`src/rtl/amo_pkg.sv`:
```
package amo_pkg;

  localparam logic [6:0] AMO_OPCODE = 7'h2F;

  localparam logic [4:0] F5_ADD  = 5'h00;
  localparam logic [4:0] F5_SWAP = 5'h01;
  localparam logic [4:0] F5_LR   = 5'h02;
  localparam logic [4:0] F5_SC   = 5'h03;
  localparam logic [4:0] F5_XOR  = 5'h04;
  localparam logic [4:0] F5_OR   = 5'h08;
  localparam logic [4:0] F5_AND  = 5'h0C;
  localparam logic [4:0] F5_MIN  = 5'h10;
  localparam logic [4:0] F5_MAX  = 5'h14;

  typedef enum logic [3:0] {
    OP_ADD, OP_SWAP, OP_LR, OP_SC, OP_XOR,
    OP_OR, OP_AND, OP_MIN, OP_MAX, OP_BAD
  } amo_op_e;

  typedef enum logic [1:0] {
    S_IDLE, S_RD, S_WB
  } amo_state_e;

endpackage

```
`src/rtl/amo_rst_sync.sv`:
```
module amo_rst_sync #(
  parameter int STAGES = 2
) (
  input  logic clk,
  input  logic rst_n,
  output logic rst_ns
);
  logic [STAGES-1:0] chain_q;
  logic [STAGES-1:0] chain_d;

  always_comb begin
    chain_d = {chain_q[STAGES-2:0], 1'b1};
  end

  always_ff @(posedge clk or negedge rst_n) begin
    if (!rst_n) chain_q <= '0;
    else        chain_q <= chain_d;
  end

  assign rst_ns = chain_q[STAGES-1];
endmodule

```
`src/rtl/amo_decode.sv`:
```
module amo_decode
  import amo_pkg::*;
(
  input  logic [4:0] funct5,
  output amo_op_e    op,
  output logic       legal
);
  always_comb begin
    legal = 1'b1;
    unique case (funct5)
      F5_ADD:  op = OP_ADD;
      F5_SWAP: op = OP_SWAP;
      F5_LR:   op = OP_LR;
      F5_SC:   op = OP_SC;
      F5_XOR:  op = OP_XOR;
      F5_OR:   op = OP_OR;
      F5_AND:  op = OP_AND;
      F5_MIN:  op = OP_MIN;
      F5_MAX:  op = OP_MAX;
      default: begin
        op    = OP_BAD;
        legal = 1'b0;
      end
    endcase
  end
endmodule

```
`src/rtl/amo_alu.sv`:
```
module amo_alu
  import amo_pkg::*;
#(
  parameter int XLEN = 32
) (
  input  amo_op_e         op,
  input  logic [XLEN-1:0] old_word,
  input  logic [XLEN-1:0] operand,
  output logic [XLEN-1:0] new_word
);
  logic old_lt;

  always_comb begin
    old_lt = $signed(old_word) < $signed(operand);
    case (op)
      OP_ADD:  new_word = old_word + operand;
      OP_XOR:  new_word = old_word ^ operand;
      OP_OR:   new_word = old_word | operand;
      OP_AND:  new_word = old_word & operand;
      OP_MIN:  new_word = old_lt ? old_word : operand;
      OP_MAX:  new_word = old_lt ? operand : old_word;
      default: new_word = operand;
    endcase
  end
endmodule

```
`src/rtl/amo_resv.sv`:
```
module amo_resv #(
  parameter int IDX_W = 6
) (
  input  logic             clk,
  input  logic             rst_n,
  input  logic             set_i,
  input  logic             clr_i,
  input  logic [IDX_W-1:0] idx_i,
  output logic             hit_o
);
  logic             valid_q, valid_d;
  logic [IDX_W-1:0] idx_q, idx_d;

  always_comb begin
    valid_d = valid_q;
    idx_d   = idx_q;
    if (set_i) begin
      valid_d = 1'b1;
      idx_d   = idx_i;
    end else if (clr_i) begin
      valid_d = 1'b0;
    end
  end

  always_ff @(posedge clk or negedge rst_n) begin
    if (!rst_n) begin
      valid_q <= 1'b0;
      idx_q   <= '0;
    end else begin
      valid_q <= valid_d;
      if (set_i) idx_q <= idx_d;
    end
  end

  assign hit_o = valid_q && (idx_q == idx_i);


  resv_clear_chk: assert property (@(posedge clk) disable iff (!rst_n)
    clr_i |=> !hit_o);


  resv_set_chk: assert property (@(posedge clk) disable iff (!rst_n)
    set_i |=> (valid_q && idx_q == $past(idx_i)));
endmodule

```
`src/rtl/amo_unit.sv`:
```
module amo_unit
  import amo_pkg::*;
#(
  parameter int               XLEN      = 32,
  parameter logic [XLEN-1:0]  MEM_BASE  = 32'h0000_1000,
  parameter int               MEM_WORDS = 64,
  localparam int              IDX_W     = $clog2(MEM_WORDS)
) (
  input  logic             clk,
  input  logic             rst_n,
  input  logic             req_valid,
  input  logic [6:0]       req_opcode,
  input  logic [4:0]       req_funct5,
  input  logic [XLEN-1:0]  req_addr,
  input  logic [XLEN-1:0]  req_rs2,
  output logic             busy,
  output logic             done,
  output logic             illegal,
  output logic [XLEN-1:0]  rd_result,
  output logic             mem_en,
  output logic             mem_we,
  output logic [IDX_W-1:0] mem_addr,
  output logic [XLEN-1:0]  mem_wdata,
  input  logic [XLEN-1:0]  mem_rdata
);
  localparam logic [XLEN:0] WIN_LO = {1'b0, MEM_BASE};
  localparam logic [XLEN:0] WIN_HI = WIN_LO + (XLEN+1)'(MEM_WORDS * 4);

  logic rst_ns;
  amo_rst_sync #(.STAGES(2)) i_rst (.clk(clk), .rst_n(rst_n), .rst_ns(rst_ns));

  // request decode
  amo_op_e         dec_op;
  logic            dec_legal;
  logic [XLEN-1:0] addr_off;
  logic            in_win;
  logic            accept;
  logic            unused_addr;

  amo_decode i_dec (.funct5(req_funct5), .op(dec_op), .legal(dec_legal));

  always_comb begin
    addr_off = req_addr - MEM_BASE;
    in_win   = ({1'b0, req_addr} >= WIN_LO) && ({1'b0, req_addr} < WIN_HI);
  end
  assign unused_addr = ^{addr_off[1:0], addr_off[XLEN-1:IDX_W+2]};

  // state registers
  amo_state_e       state_q, state_d;
  amo_op_e          op_q;
  logic [IDX_W-1:0] idx_q;
  logic [XLEN-1:0]  rs2_q;
  logic             skip_q, skip_d;
  logic             bad_q, bad_d;

  assign accept = (state_q == S_IDLE) && req_valid && (req_opcode == AMO_OPCODE);

  always_comb begin
    state_d = state_q;
    case (state_q)
      S_IDLE:  if (accept) state_d = S_RD;
      S_RD:    state_d = S_WB;
      S_WB:    state_d = S_IDLE;
      default: state_d = S_IDLE;
    endcase
    skip_d = !dec_legal || !in_win;
    bad_d  = !dec_legal;
  end

  always_ff @(posedge clk or negedge rst_ns) begin
    if (!rst_ns) begin
      state_q <= S_IDLE;
      op_q    <= OP_BAD;
      idx_q   <= '0;
      rs2_q   <= '0;
      skip_q  <= 1'b0;
      bad_q   <= 1'b0;
    end else begin
      state_q <= state_d;
      if (accept) begin
        op_q   <= dec_op;
        idx_q  <= addr_off[IDX_W+1:2];
        rs2_q  <= req_rs2;
        skip_q <= skip_d;
        bad_q  <= bad_d;
      end
    end
  end

  // write-back phase
  logic            in_wb, resv_hit, resv_set, resv_clr, wr_en;
  logic [XLEN-1:0] alu_out;

  amo_alu #(.XLEN(XLEN)) i_alu (
    .op(op_q), .old_word(mem_rdata), .operand(rs2_q), .new_word(alu_out));

  amo_resv #(.IDX_W(IDX_W)) i_resv (
    .clk(clk), .rst_n(rst_ns), .set_i(resv_set), .clr_i(resv_clr),
    .idx_i(idx_q), .hit_o(resv_hit));

  always_comb begin
    in_wb    = (state_q == S_WB) && !skip_q;
    resv_set = in_wb && (op_q == OP_LR);
    resv_clr = in_wb && (op_q == OP_SC);
    wr_en    = in_wb && (op_q != OP_LR) && ((op_q != OP_SC) || resv_hit);
    if (skip_q)             rd_result = '0;
    else if (op_q == OP_SC) rd_result = resv_hit ? '0 : XLEN'(1);
    else                    rd_result = mem_rdata;
  end

  assign busy      = (state_q != S_IDLE);
  assign done      = (state_q == S_WB);
  assign illegal   = done && bad_q;
  assign mem_en    = ((state_q == S_RD) && !skip_q) || wr_en;
  assign mem_we    = wr_en;
  assign mem_addr  = idx_q;
  assign mem_wdata = (op_q == OP_SC) ? rs2_q : alu_out;


  rd_then_wb_chk: assert property (@(posedge clk) disable iff (!rst_ns)
    (mem_en && !mem_we) |=> done);


  illegal_quiet_chk: assert property (@(posedge clk) disable iff (!rst_ns)
    illegal |-> (done && !mem_en && rd_result == '0));


  done_idle_chk: assert property (@(posedge clk) disable iff (!rst_ns)
    done |=> !busy);


  sc_zero_chk: assert property (@(posedge clk) disable iff (!rst_ns)
    (done && mem_we && op_q == OP_SC) |-> (rd_result == '0 && mem_wdata == rs2_q));


  reset_quiet_chk: assert property (@(posedge clk)
    !rst_ns |-> (!busy && !done && !mem_en));
endmodule

```
`config.mk`:
```
export PLATFORM = sky130hd
export DESIGN_NAME = amo_unit
export DESIGN_NICKNAME = d
export VERILOG_FILES = /design/src/rtl/amo_pkg.sv /design/src/rtl/amo_rst_sync.sv /design/src/rtl/amo_decode.sv /design/src/rtl/amo_alu.sv /design/src/rtl/amo_resv.sv /design/src/rtl/amo_unit.sv
export SDC_FILE = /design/constraint.sdc
export NUM_CORES = 1
export LEC_CHECK = 0
export ABC_AREA = 1
export BUFFER_PORTS_ARGS = -buffer_cell sky130_fd_sc_hd__buf_2
export CAP_MARGIN = 20
export CORE_AREA = 5 5 176 178
export DETAILED_ROUTE_END_ITERATION = 16
export DIE_AREA = 0 0 181 183
export GPL_TIMING_DRIVEN = 1
export PLACE_DENSITY = 0.5
export SLEW_MARGIN = 20
export SYNTH_ARGS = -nofsm -noshare
export SYNTH_HDL_FRONTEND = slang
export SYNTH_HIERARCHICAL = 1
export SYNTH_SLANG_ARGS = --single-unit
export TNS_END_PERCENT = 1
```
`constraint.sdc`:
```
create_clock -name clk -period 3.7 [get_ports clk]
set_clock_uncertainty 0.15 [all_clocks]
set_input_delay 0.74 -clock clk [delete_from_list [all_inputs] [get_ports clk]]
set_output_delay 0.74 -clock clk [all_outputs]
set_load 0.01 [all_outputs]
```
==> flow_metrics.py <==
metrics = {
    "timing": {
        "tns_ns": -4.732,
        "fin_crit_ns": 3.902,
        "tightest_slew_ns": 0.9093,
        "hold_violations": 0,
        "finalCritPeriodShare_pct": 105.4,
        "rsz0062_at_grt": "true",
        "fin_ws_ns": -0.2015,
        "fmax_mhz": 256.3,
        "slew_violations": 0,
        "final-setup-viol-count": 32,
        "relSlewSlack_pct": 39.29,
    },
    "grt": {
        "grt_overflow": 0,
        "grt_max_degree": 48,
        "grt_usage_pct": 21.24,
        "grt_pass1_wl_um": 57010,
        "antenna_found_initial": 1,
        "grt_pass1_vias": 10770,
    },
    "floorplan": {
        "core_area_um2": 29240,
        "initial_core_util_pct": 29.60,
        "die_area_um2": 33120,
        "io_pins": 186,
        "rows": 63,
        "fp.dieW_um": 181,
        "die_y_um": 183,
    },
    "detailed_routing": {
        "drc_errors": 0,
        "dr.pass1.iters": 5,
        "drt-initial-drc-count": 668,
        "wl_um": 36980,
        "vias_per_cell": 4.839,
        "vias": 11010,
        "drt.antenna.violating_nets": 0,
        "post_drt_wl_per_cell_um": 16.26,
    },
    "power_and_ir_drop": {
        "switching_share_pct": 45.25,
        "cell_internal_pwr_mw": 1.798,
        "combPwrFrac_pct": 61.2,
        "leakage_nw": 6.770,
        "power_density_nw_per_um2": 256.0,
        "vdd_ir_drop_max_uv": 192.6,
        "p_clk_share_pct": 17.9,
        "p_sw_mw": 1.486,
        "pwr-share-seq_pct": 20.8,
    },
    "logic_synthesis": {
        "synth.area.mux_share_pct": 0,
        "post_synth_xor_area_fraction_pct": 0.2024,
        "synth_edf_count": 0,
        "seq_area_frac_synth_pct": 15.93,
        "syn_area_um2": 8656,
        "synth-main-ff-cell": "dfrtp_1",
        "synth_nets": 1723,
        "synth_compound_area_share_pct": 14.76,
        "synth_warnings": 6,
        "synth.most_common_cell": "nand2_1",
        "syn_area_per_cell_um2": 5.713,
        "async_reset_ff_share_pct": 100.0,
        "synth_common_cells": "463 x nand2_1, 200 x nor2_1, 194 x inv_1",
        "synth_top_area_share_pct": 20.08,
        "syn_inst": 1515,
        "synth_top_family_by_area": "simple AND/OR/NAND/NOR gates",
        "synth_adder_area_share_pct": 14.11,
        "yosys-top-cells-area": "nand2_1 20%, dfrtp_1 15%, ha_1 14%, nor2_1 8.7%, nand3_1 8.6%",
        "synth_seq_cells": 55,
        "synth_cell_types": 48,
        "synth-simple-area-share_pct": 42.37,
        "synth_area_leader_cell": "nand2_1",
    },
    "setup_path": {
        "critPathMaxStageDelay_ns": 0.24,
        "rr_startpoint": "state_q[1]$_DFFE_PN0P_",
        "cp_max_fo": 8,
        "arrival_ns": 3.01,
        "cp-start-kind": "input pin",
        "cp-end-kind": "output port",
        "cp.required_ns": 2.81,
        "worstSetupStartpoint": "mem_rdata[22]",
        "cp_slowest_cell": "a21oi_4",
        "worstSetupPathType": "input pin to output port",
        "path_cells": "buf_2 > buf_4 > ha_1 > a21o_1 > a21oi_2 > nand2_2 > a21oi_4 > nand2_4 > nand2_8 > nand3_4 > inv_4 > buf_12 > nand2_4 > nand3_2 > nor2_2 > nor2_1 > nand2_1 > nand2_2 > buf_6",
    },
    "flow_run": {
        "cap_violations": 0,
    },
    "clock_tree": {
        "cts_max_path_buffers": 2,
        "path_clk_slew_ns": 0.09,
        "cts_tree": "done",
        "cts_root_buf": "clkbuf_16",
        "clock_sinks": 55,
        "numCtsBuffers": 5,
        "h-tree-depth": 2,
        "clk_latency_ns": 0.32,
        "holdBufCountCts": 0,
    },
    "cells_and_area": {
        "antenna_cells": 0,
        "stdcell_count": 2274,
        "final_nets": 2091,
        "drive_gt1_share_pct": 33.55,
        "nFillCells": 3124,
        "syn2layout_area_growth_pct": 48.15,
    },
    "placed_design": {
        "io_buffers": 183,
        "place_congestion": 0.9097,
        "dp.cells": 2246,
        "hpwl_um": 27710,
        "place_ws_ns": -0.4634,
    },
    "min_path": {
        "hold_path_class": "input pin to async pin",
    },
    "status": {
        "violations": "setup timing",
        "status": "complete, but fails checks",
    },
}
==> routing by layer <==
metal / vias to the layer above / global-route usage [%] / wire length, um
met3: 47 / 3.154 / 1877
met5: - / 0 / 20
met4: 2 / 4.653 / 744
met2: 283 / 35.69 / 17050
met1: 5106 / 29.09 / 17280
li1: 5567 / - / -
==> flip-flops by register name, indices dropped and copies added (netlist names) <==
signal and count:
op_q 4, mem_addr 6, skip_q 1, bad_q 1, rs2_q 32, state_q 2
i_rst/chain_q 2, i_resv/idx_q 6, i_resv/valid_q 1
==> placed cells by master (no fill, tap or decap), types with 8 or more instances in the layout <==
| cell | Yosys | final |
|---|---|---|
| a21oi_1 | 75 | 52 |
| a21oi_2 | 0 | 23 |
| a221oi_1 | 17 | 17 |
| buf_2 | 18 | 164 |
| buf_4 | 5 | 213 |
| buf_6 | 7 | 21 |
| clkbuf_16 | 0 | 8 |
| dfrtp_1 | 53 | 49 |
| ha_1 | 96 | 62 |
| ha_2 | 0 | 8 |
| ha_4 | 0 | 26 |
| inv_1 | 194 | 162 |
| inv_2 | 9 | 35 |
| nand2_1 | 463 | 428 |
| nand2_2 | 13 | 41 |
| nand3_1 | 149 | 136 |
| nand3_2 | 4 | 13 |
| nand4_1 | 9 | 9 |
| nor2_1 | 200 | 189 |
| nor2_2 | 3 | 12 |
| nor3_1 | 14 | 9 |
| o21ai_0 | 99 | 75 |
| o21ai_1 | 2 | 20 |
==> timing repair <==
item | 4_1_cts | 5_1_grt
pin swaps | 73 | 60
resized for setup | 179 | 81
setup endpoints to repair | 32 | 32
endpoints found under the hold margin | 0 | 0
buffers inserted | 11 | 2
cloned | 3 | 4
==> cell families (layout without fill, tap and decap cells) <==
family | count (synthesis) | after routing
compound gates | 224 | 224
xor+xnor | 2 | 2
fa+ha+maj | 97 | 97
buf+inv | 261 | 629
flops | 55 | 55
other cells | 1 | 1
simple gates | 875 | 876
==> final timing paths <==
| check | to | slack (ns) | cells past startpoint |
|---|---|---|---|
| min | i_rst/chain_q[1]$_DFF_PN0_ | 0.03 | 1 |
| max | mem_wdata[17] | -0.20 | 19 |
| min in group clk | i_rst/chain_q[1]$_DFF_PN0_ | 0.21 | 0 |
| max reg2reg | bad_q$_DFFE_PN0P_ | 1.53 | 6 |
| max in group asynchronous | op_q[3]$_DFFE_PN1P_ | 2.27 | 1 |
| min reg2reg | rs2_q[6]$_DFFE_PN0P_ | 0.20 | 0 |
==> stage by stage <==
stage / power [mW] / util, % / hold slack (ns) / area, um^2
6_report: 3.283 / 43.85 / 0.03295 / 12820
5_1_grt: 3.533 / 43.85 / 0.02029 / 12820
4_1_cts: 3.197 / 42.59 / 0.02356 / 12460
3_5_place_dp: 2.371 / 39.02 / 0.1880 / 11410
3_3_place_gp: 2.358 / 39.02 / 0.1837 / 11410
2_1_floorplan: 1.609 / - / 0.1812 / 8656
==> cell type report <==
cell class,count,area (um^2),share of cell area [%]
multi-input combinational,1200,7000,54.59
timing repair buffer,415,3009,23.47
sequential,55,1384,10.79
inverter,206,788.3,6.147
tap,390,488.0,3.805
clock buffer,5,125.1,0.9757
clock inverter,3,28.78,0.2244
==> worst max-delay path: cells and delay by family <==
kind / cells / cell delay (ns)
compound gates: 3 / 0.52
buf+inv: 5 / 0.65
fa+ha+maj: 1 / 0.19
simple gates: 10 / 0.90
==> power groups by stage <==
| stage | sequential, mW | clock (mW) | combinational [mW] |
|---|---|---|---|
| after floorplan | 0.711 | 0 | 0.898 |
| after detailed placement | 0.695 | 0 | 1.68 |
| after CTS | 0.684 | 0.609 | 1.90 |
| after global routing | 0.692 | 0.627 | 2.21 |
| final | 0.683 | 0.589 | 2.01 |
| after global placement | 0.693 | 0 | 1.67 |
Power figures use the tool's default switching activity.
